<file path="src/rtl/hs_fifo_pkg.sv">
package hs_fifo_pkg;
  typedef struct packed {
    logic clr;
    logic push;
    logic pop;
  } fifo_op_t;
endpackage

</file>
<file path="src/rtl/hs_fifo_mem.sv">
module hs_fifo_mem #(
  parameter int WIDTH = 9,
  parameter int DEPTH = 64,
  localparam int AW = $clog2(DEPTH)
) (
  input  logic             clk_i,
  input  logic             we_i,
  input  logic [AW-1:0]    waddr_i,
  input  logic [WIDTH-1:0] wdata_i,
  input  logic [AW-1:0]    raddr_i,
  output logic [WIDTH-1:0] rdata_o
);
  logic [WIDTH-1:0] mem_q [DEPTH];

  for (genvar i = 0; i < DEPTH; i++) begin : g_word
    always_ff @(posedge clk_i) begin
      if (we_i && waddr_i == AW'(i)) mem_q[i] <= wdata_i;
    end
  end

  assign rdata_o = mem_q[raddr_i];
endmodule

</file>
<file path="src/rtl/hs_fifo_ctrl.sv">
module hs_fifo_ctrl
  import hs_fifo_pkg::*;
#(
  parameter int DEPTH = 64,
  localparam int AW = $clog2(DEPTH),
  localparam int CW = $clog2(DEPTH + 1)
) (
  input  logic          clk_i,
  input  logic          rst_ni,
  input  logic          mr_i,
  input  logic          si_i,
  input  logic          so_i,
  output logic          ir_o,
  output logic          or_o,
  output fifo_op_t      op_o,
  output logic [AW-1:0] wr_ptr_o,
  output logic [AW-1:0] rd_ptr_o,
  output logic [CW-1:0] count_o
);
  localparam logic [CW-1:0] FULL_C = CW'(DEPTH);
  localparam logic [AW-1:0] LAST_P = AW'(DEPTH - 1);

  logic [AW-1:0] wr_q, rd_q;
  logic [CW-1:0] cnt_q;

  assign ir_o = cnt_q < FULL_C;
  assign or_o = cnt_q != '0;

  always_comb begin
    op_o.clr  = mr_i;
    op_o.push = si_i && ir_o && !mr_i;
    op_o.pop  = so_i && or_o && !mr_i;
  end

  function automatic logic [AW-1:0] nxt(input logic [AW-1:0] p);
    return (p == LAST_P) ? '0 : p + 1'b1;
  endfunction

  always_ff @(posedge clk_i or negedge rst_ni) begin
    if (!rst_ni) begin
      wr_q  <= '0;
      rd_q  <= '0;
      cnt_q <= '0;
    end else if (op_o.clr) begin
      wr_q  <= '0;
      rd_q  <= '0;
      cnt_q <= '0;
    end else begin
      if (op_o.push) wr_q <= nxt(wr_q);
      if (op_o.pop)  rd_q <= nxt(rd_q);
      unique case ({op_o.push, op_o.pop})
        2'b10:   cnt_q <= cnt_q + 1'b1;
        2'b01:   cnt_q <= cnt_q - 1'b1;
        default: cnt_q <= cnt_q;
      endcase
    end
  end

  assign wr_ptr_o = wr_q;
  assign rd_ptr_o = rd_q;
  assign count_o  = cnt_q;

  // count bounded by capacity
  p_no_overflow_r1: assert property (@(posedge clk_i) disable iff (!rst_ni)
    cnt_q <= FULL_C);

  // shift-in while full is dropped
  p_full_ignore_r3: assert property (@(posedge clk_i) disable iff (!rst_ni)
    (!ir_o && si_i && !so_i && !mr_i) |=> $stable(cnt_q) && $stable(wr_q));

  // shift-out while empty is dropped
  p_empty_ignore_r3: assert property (@(posedge clk_i) disable iff (!rst_ni)
    (!or_o && so_i && !si_i && !mr_i) |=> $stable(cnt_q) && $stable(rd_q));

  // concurrent accepted push and pop keep count
  p_simul_r5: assert property (@(posedge clk_i) disable iff (!rst_ni)
    (si_i && so_i && ir_o && or_o && !mr_i) |=> $stable(cnt_q));

  // master reset empties
  p_mr_clear_r9: assert property (@(posedge clk_i) disable iff (!rst_ni)
    mr_i |=> (cnt_q == '0) && (wr_q == rd_q));
endmodule

</file>
<file path="src/rtl/hs_fifo_flags.sv">
module hs_fifo_flags #(
  parameter int DEPTH  = 64,
  parameter int MARGIN = 8,
  localparam int CW = $clog2(DEPTH + 1)
) (
  input  logic [CW-1:0] count_i,
  output logic          hf_o,
  output logic          afe_o
);
  localparam logic [CW-1:0] HALF_C = CW'(DEPTH / 2);
  localparam logic [CW-1:0] LOW_C  = CW'(MARGIN);
  localparam logic [CW-1:0] HIGH_C = CW'(DEPTH - MARGIN);

  always_comb begin
    hf_o  = count_i >= HALF_C;
    afe_o = (count_i <= LOW_C) || (count_i >= HIGH_C);
  end
endmodule

</file>
<file path="src/rtl/hs_fifo.sv">
module hs_fifo
  import hs_fifo_pkg::*;
#(
  parameter int WIDTH  = 9,
  parameter int DEPTH  = 64,
  parameter int MARGIN = 8,
  localparam int AW = $clog2(DEPTH),
  localparam int CW = $clog2(DEPTH + 1)
) (
  input  logic             clk_i,
  input  logic             rst_ni,
  input  logic             mr_i,
  input  logic             si_i,
  input  logic [WIDTH-1:0] din_i,
  output logic             ir_o,
  input  logic             so_i,
  output logic             or_o,
  output logic [WIDTH-1:0] dout_o,
  output logic             hf_o,
  output logic             afe_o
);
  fifo_op_t      op;
  logic [AW-1:0] wr_ptr, rd_ptr;
  logic [CW-1:0] count;

  hs_fifo_ctrl #(.DEPTH(DEPTH)) u_ctrl (
    .clk_i, .rst_ni, .mr_i, .si_i, .so_i,
    .ir_o, .or_o,
    .op_o(op), .wr_ptr_o(wr_ptr), .rd_ptr_o(rd_ptr), .count_o(count)
  );

  hs_fifo_mem #(.WIDTH(WIDTH), .DEPTH(DEPTH)) u_mem (
    .clk_i,
    .we_i(op.push), .waddr_i(wr_ptr), .wdata_i(din_i),
    .raddr_i(rd_ptr), .rdata_o(dout_o)
  );

  hs_fifo_flags #(.DEPTH(DEPTH), .MARGIN(MARGIN)) u_flags (
    .count_i(count), .hf_o, .afe_o
  );

  // head word holds until popped
  p_dout_hold_r6: assert property (@(posedge clk_i) disable iff (!rst_ni)
    (or_o && !so_i && !mr_i) |=> or_o && $stable(dout_o));

  // half-full implies data present
  p_hf_or_r7: assert property (@(posedge clk_i) disable iff (!rst_ni)
    hf_o |-> or_o);
endmodule

</file>
<file path="config.mk">
export PLATFORM = sky130hd
export DESIGN_NAME = hs_fifo
export DESIGN_NICKNAME = d
export VERILOG_FILES = /design/src/rtl/hs_fifo_pkg.sv /design/src/rtl/hs_fifo_mem.sv /design/src/rtl/hs_fifo_ctrl.sv /design/src/rtl/hs_fifo_flags.sv /design/src/rtl/hs_fifo.sv
export SDC_FILE = /design/constraint.sdc
export NUM_CORES = 1
export LEC_CHECK = 0
export ABC_AREA = 0
export BUFFER_PORTS_ARGS = -buffer_cell sky130_fd_sc_hd__buf_2
export CORE_AREA = 2 2 221 223
export CTS_BUF_LIST = sky130_fd_sc_hd__clkbuf_16
export CTS_CLUSTER_SIZE = 25
export DETAILED_ROUTE_END_ITERATION = 12
export DIE_AREA = 0 0 223 225
export PLACE_DENSITY_LB_ADDON = 0.25
export SETUP_SLACK_MARGIN = 0.5
export SYNTH_ARGS = -nofsm -noshare
export SYNTH_HDL_FRONTEND = slang
export SYNTH_SLANG_ARGS = --single-unit
</file>
<file path="constraint.sdc">
create_clock -name clk_i -period 5.7 [get_ports clk_i]
set_input_delay 0.855 -clock clk_i [delete_from_list [all_inputs] [get_ports clk_i]]
set_output_delay 0.855 -clock clk_i [all_outputs]
set_load 0.02 [all_outputs]
</file>
== Yosys cells after proc, flatten, opt, wreduce, memory -nomap -nowiden ==
Memory sizes are Yosys's and may differ from the RTL's.
Index checks and enable logic that the tools add are counted.
Word-level totals
  output and inout bits: 13
  word-level logic and storage cells: 541
  memories kept: 1
  input port bits: 14
  bits in writable memories: 576
  bits in registers: 19
Memories
  u_mem.mem_q: words 64, width 9, read ports 1, clocked after Yosys merged registers in 0, wr ports 1, line hs_fifo_mem.sv:13  | logic [WIDTH-1:0] mem_q [DEPTH];
Cells by class
  order comparisons: 4
  mux-type cells: 325
  add/subtract/negate cells: 4
  equal/unequal tests: 66
  reduce and logical (&&, ||, !) cells: 138
Operators with widths (number)
  2-to-1 mux 9 bit: 63
  OR reduction 9 bit: 63
  2-to-1 mux 6 bit: 69
  == test 6 bit (second input constant): 33
  2-to-1 mux 1 bit: 191
  == test 6 x 5 -> 1 bit (second input constant): 16
  logical AND 1 bit: 68
  == test 6 x 4 -> 1 bit (second input constant): 8
  == test 6 x 3 -> 1 bit (second input constant): 4
  >= comparator 7 x 6 -> 1 bit (second input constant): 2
  case mux 7 bit (2 select lines): 1
  adder 6 x 1 -> 6 bit (second input constant): 2
  == test 6 x 2 -> 1 bit (second input constant): 2
  adder 7 x 1 -> 7 bit (second input constant): 1
  <= comparator 7 x 4 -> 1 bit (second input constant): 1
  less-than comparator 7 bit (second input constant): 1
  2-to-1 mux 7 bit: 1
  nonzero test 7 bit: 1
  subtractor 7 x 1 -> 7 bit (second input constant): 1
  == test 6 x 1 -> 1 bit (second input constant): 1
  logical NOT 6 bit: 1
  nonzero test 2 bit: 2
  nonzero test 3 bit: 1
  == test 2 x 1 -> 1 bit (second input constant): 1
  other kinds (3): 3

== Depth between registers and ports, before layout ==
  depth in word-level cells: 70
  mapped depth: 10
  depth with buffers taken out: 9

== By module ==
A second synthesis with hierarchy kept.
Unflattened totals
  cell total of the unflattened synthesis: 1175
  area total of the unflattened synthesis: 23839.1 um^2
By module, submodules not included
  hs_fifo_mem: cells each 1034, seq. area each 17296.6 um^2, area an instance 22607.9 um^2, instances 1
  hs_fifo_ctrl: cells each 137, seq. area each 475.5 um^2, area an instance 1202.4 um^2, instances 1
  hs_fifo_flags: cells each 4, seq. area each 0.0 um^2, area an instance 28.8 um^2, instances 1

== Worst setup path after synthesis ==
OpenSTA, ideal clock, no wires.
  kind: input -> register
  start point: input mr_i
  end point: register u_ctrl.cnt_q[5] (netlist: u_ctrl.count_o[5])
  path buffers: 2
  data arrival time: 2862 ps
  setup time: 125 ps
  setup slack: 2713 ps
  stages on the path: 8
  cell sequence: clkbuf_1 -> clkbuf_1 -> nor3_1 -> ha_1 -> a21o_1 -> a21oi_1 -> o311ai_0 -> mux2_2
Between the ends
  longest elaborated chain between the ends: 5
  elaborated cells on any way between the ends: 8
  classes of those cells: eq/ne: 2; mux: 2; reduce/logical: 4
RTL lines
  from (decl): line hs_fifo.sv:12  | input logic mr_i,
  logical NOT 1 bit: line hs_fifo_ctrl.sv:31, hs_fifo_ctrl.sv:32
  logical AND 1 bit (on tied branches): line hs_fifo_ctrl.sv:32, hs_fifo_ctrl.sv:31
  == test 2 x 1 -> 1 bit or == test 2 bit (tied branches): line hs_fifo_ctrl.sv:51  | unique case ({op_o.push, op_o.pop})
  case mux 7 bit (2 select lines): line hs_fifo_ctrl.sv:51
  2-to-1 mux 7 bit: line hs_fifo_ctrl.sv:44  | end else if (op_o.clr) begin
  to (signal assigned): line hs_fifo_ctrl.sv:52  | 2'b10: cnt_q <= cnt_q + 1'b1;
  to (signal assigned): line hs_fifo_ctrl.sv:53  | 2'b01: cnt_q <= cnt_q - 1'b1;
  to (signal assigned): line hs_fifo_ctrl.sv:54  | default: cnt_q <= cnt_q;
  to (decl): line hs_fifo_ctrl.sv:24  | logic [CW-1:0] cnt_q;
Several ways; a longest one is shown, not always the timed one.
A chain may end at the register's enable or synchronous reset.

== Final worst setup path ==
  start point: register u_ctrl.rd_q[3] (netlist: u_ctrl.rd_ptr_o[3])
  end point: output dout_o[1]
Between the ends
  longest elaborated chain between the ends: 1
RTL lines
  from (decl): line hs_fifo_ctrl.sv:23  | logic [AW-1:0] wr_q, rd_q;
  from (signal assigned): line hs_fifo_ctrl.sv:50  | if (op_o.pop) rd_q <= nxt(rd_q);
  memory read (64 x 9 bit)
  to (decl): line hs_fifo.sv:18  | output logic [WIDTH-1:0] dout_o,
No other way between the ends.

==> flow_summary.json <==
{
  "die-area_sq_um": 50200,
  "worst_slew_pin_slew_ps": 1230,
  "synthFlopType": "edfxtp_1",
  "ir_drop_mv": 0.320,
  "grt_start_max_net_pins": 71,
  "drc": 0,
  "ios": 27,
  "fmax_mhz": 215,
  "cts-buffers-inserted": 57,
  "synth_edf_count": 576,
  "rsz0062_at_grt": "no",
  "wl_per_cell_um": 29.0,
  "power_frac_seq_pct": 49.4,
  "cts_tree": "built",
  "io_buffers": 26,
  "yosysUniqueCellTypes": 57,
  "antenna_cells": 0,
  "grt_usage_pct": 22.0,
  "crit_fanout": 17,
  "start_kind": "flip-flop",
  "finClkSkew_ps": 31.6,
  "setup_viol": 0,
  "grt_remaining_overflow": 0,
  "hold_buffers": 0,
  "fin_setup_tns_ps": 0,
  "post_cts_resized": 0,
  "maxSlewHeadroom_pct": 17.8,
  "synthCells": 1158,
  "grt_antenna_before_repair": 1,
  "synthArstFlopShare_pct": 3.19,
  "hold_class": "input port to async pin",
  "finalHoldViolations": 0,
  "via_per_inst": 6.23,
  "cap_viol_max_count": 0,
  "synth.cell_area_sq_um": 23600,
  "synth_top_area_cell": "edfxtp_1",
  "grt_first_pass_wirelength_mm": 79.1,
  "grt_pass1_vias": 11700,
  "initial_utilization_pct": 49.6,
  "fin_util_pct": 54.9,
  "clockRootBuffer": "clkbuf_16",
  "finalPower_mw": 10.0,
  "comb_power_share_pct": 13.2,
  "clockBufferDepth": 3,
  "critPathKind": "flip-flop to primary output",
  "power_switching_mw": 2.40,
  "gp_congestion": 0.831,
  "dr.pass1.iters": 5,
  "avgSynthCellArea_sq_um": 20.4,
  "yosysWarnings": 0,
  "final_nets": 1223,
  "clk_latency_ps": 630,
  "status": "finished clean",
  "syn_nets": 1183,
  "synth_top_area_share_pct": 73.4,
  "cts.sinks": 595,
  "powerDensity_nw_per_um2": 384,
  "switching_share_pct": 24.0,
  "cts.clk_slew.worst_paths_ps": 60,
  "ys_ff_latch": 595,
  "via_count": 11600,
  "routed_wl_mm": 53.8,
  "cts-htree-levels": 2,
  "die_w_um": 223,
  "synth_area_leaders": "edfxtp_1, mux4_2, dfrtp_1",
  "drive_above_1_share_pct": 23.0,
  "rows": 80,
  "die_y_um": 225,
  "drt_iter0_drc": 1324,
  "worstPathRequired_ps": 4850,
  "core_area_sq_um": 47500,
  "clockPowerShare_pct": 37.5,
  "slew_violations": 0,
  "fin_crit_sh_pct": 81.5,
  "antenna_left": 0,
  "power.leakage_nw": 7.97,
  "critPathArrivalTime_ps": 3790,
  "dp_hpwl_mm": 31.9,
  "p_int_mw": 7.62,
  "area_growth_pct": 10.7,
  "cts_setup_buffers": 0,
  "layout_min_cycle_time_ps": 4650,
  "synth_seq_area_share_pct": 75.4,
  "critPathCaptureType": "primary output"
}
## placed cells by master, fill, tap and decap left out, types with 7 or more instances in the layout
cell / instances
nand3_1: 11
a21oi_1: 13
nor2b_1: 14
bufinv_16: 7
dfrtp_1: 16
o22ai_1: 38
mux2_2: 17
ha_1: 10
buf_4: 15
nor2_1: 87
xnor2_1: 7
a211oi_1: 11
clkinv_2: 9
inv_1: 13
buf_2: 26
mux2i_1: 16
edfxtp_1: 576
clkinv_1: 18
o221ai_1: 8
mux4_2: 136
nor4_1: 10
o21ai_0: 8
clkbuf_16: 59
nor3_1: 9
nand2_1: 32
## critical path: stages, from the launching register on
cell      delay [ps]
dfrtp_1          730
buf_4            340
nand2b_1         630
a211oi_1         190
nor4_1           960
a21o_1           160
buf_2            160
## flip-flops by register name (all words and copies together) (netlist names)
register         count
u_ctrl.count_o       7
u_mem.mem_q        576
u_ctrl.rd_ptr_o      6
u_ctrl.wr_ptr_o      6
## worst paths after layout
| kind | startpoint | end | slack, ps | cells past startpoint |
|---|---|---|---|---|
| worst max-delay path | u_ctrl.rd_ptr_o[3] | dout_o[1] | 1050 | 6 |
| worst min-delay path | rst_ni | u_ctrl.count_o[6] | 220 | 1 |
| worst max register to register | u_ctrl.count_o[0] | u_ctrl.count_o[6] | 2620 | 9 |
| worst min register to register | u_ctrl.count_o[2] | u_ctrl.count_o[2] | 600 | 1 |
| max in group asynchronous | rst_ni | u_ctrl.rd_ptr_o[1] | 5100 | 1 |
| min in group clk_i | u_ctrl.count_o[2] | u_ctrl.count_o[2] | 600 | 1 |
## power by group through the flow
stage | combinational [mW] | clock (mW) | sequential [mW]
floorplan | 1.04 | 0 | 4.95
global placement | 1.31 | 0 | 5.04
detailed placement | 1.32 | 0 | 5.04
CTS | 1.33 | 3.81 | 4.95
global route | 1.41 | 3.98 | 4.96
finish | 1.32 | 3.76 | 4.95
## routing by layer
metal  part of all wire, %  track usage [%]
met2                    47             33.8
met4                   2.6             7.30
met5                     0                0
met1                    42             31.2
met3                   8.6             5.32
## logic make-up after synthesis
group	Yosys count	synth area share (%)
muxes	173	14.9
xor gates and xnor gates	8	0.297
and+or+nand+nor	190	3.74
adders and majority gates	11	0.616
AOI/OAI and AO/OA	112	3.21
buffers and inverters	69	1.81
DFF	595	75.4
## synthesized netlist by cell type, types with 10 or more instances
cell type	number
a211oi_1	11
a21oi_1	13
buf_2	17
clkbuf_1	23
dfrtp_1	19
edfxtp_1	576
ha_1	10
mux2_2	17
mux2i_1	16
mux4_2	136
nand2_1	32
nand3_1	11
nor2_1	87
nor2b_1	14
nor4_1	10
o22ai_1	38
## final cells by class
| class | count | area (sq um) |
|---|---|---|
| Inverter | 6 | 22.5 |
| Multi-Input combinational cell | 494 | 5370 |
| Clock buffer | 59 | 1480 |
| Timing Repair Buffer | 44 | 303 |
| Fill cell | 3535 | 21400 |
| Sequential cell | 595 | 17800 |
| Clock inverter | 44 | 374 |
| Tap cell | 615 | 769 |
## through the flow
step | hold slack (ps) | setup slack [ps] | instances | area (sq um)
2_1_floorplan | 533 | 2710 | 1158 | 23600
3_5_place_dp | 576 | 1620 | 1754 | 24300
6_report | 218 | 1050 | 1857 | 26100
3_3_place_gp | 573 | 1690 | 1754 | 24300
5_1_grt | 232 | 922 | 1857 | 26100
4_1_cts | 201 | 985 | 1857 | 26100
Note: power is estimated with default switching activity, not from simulation.
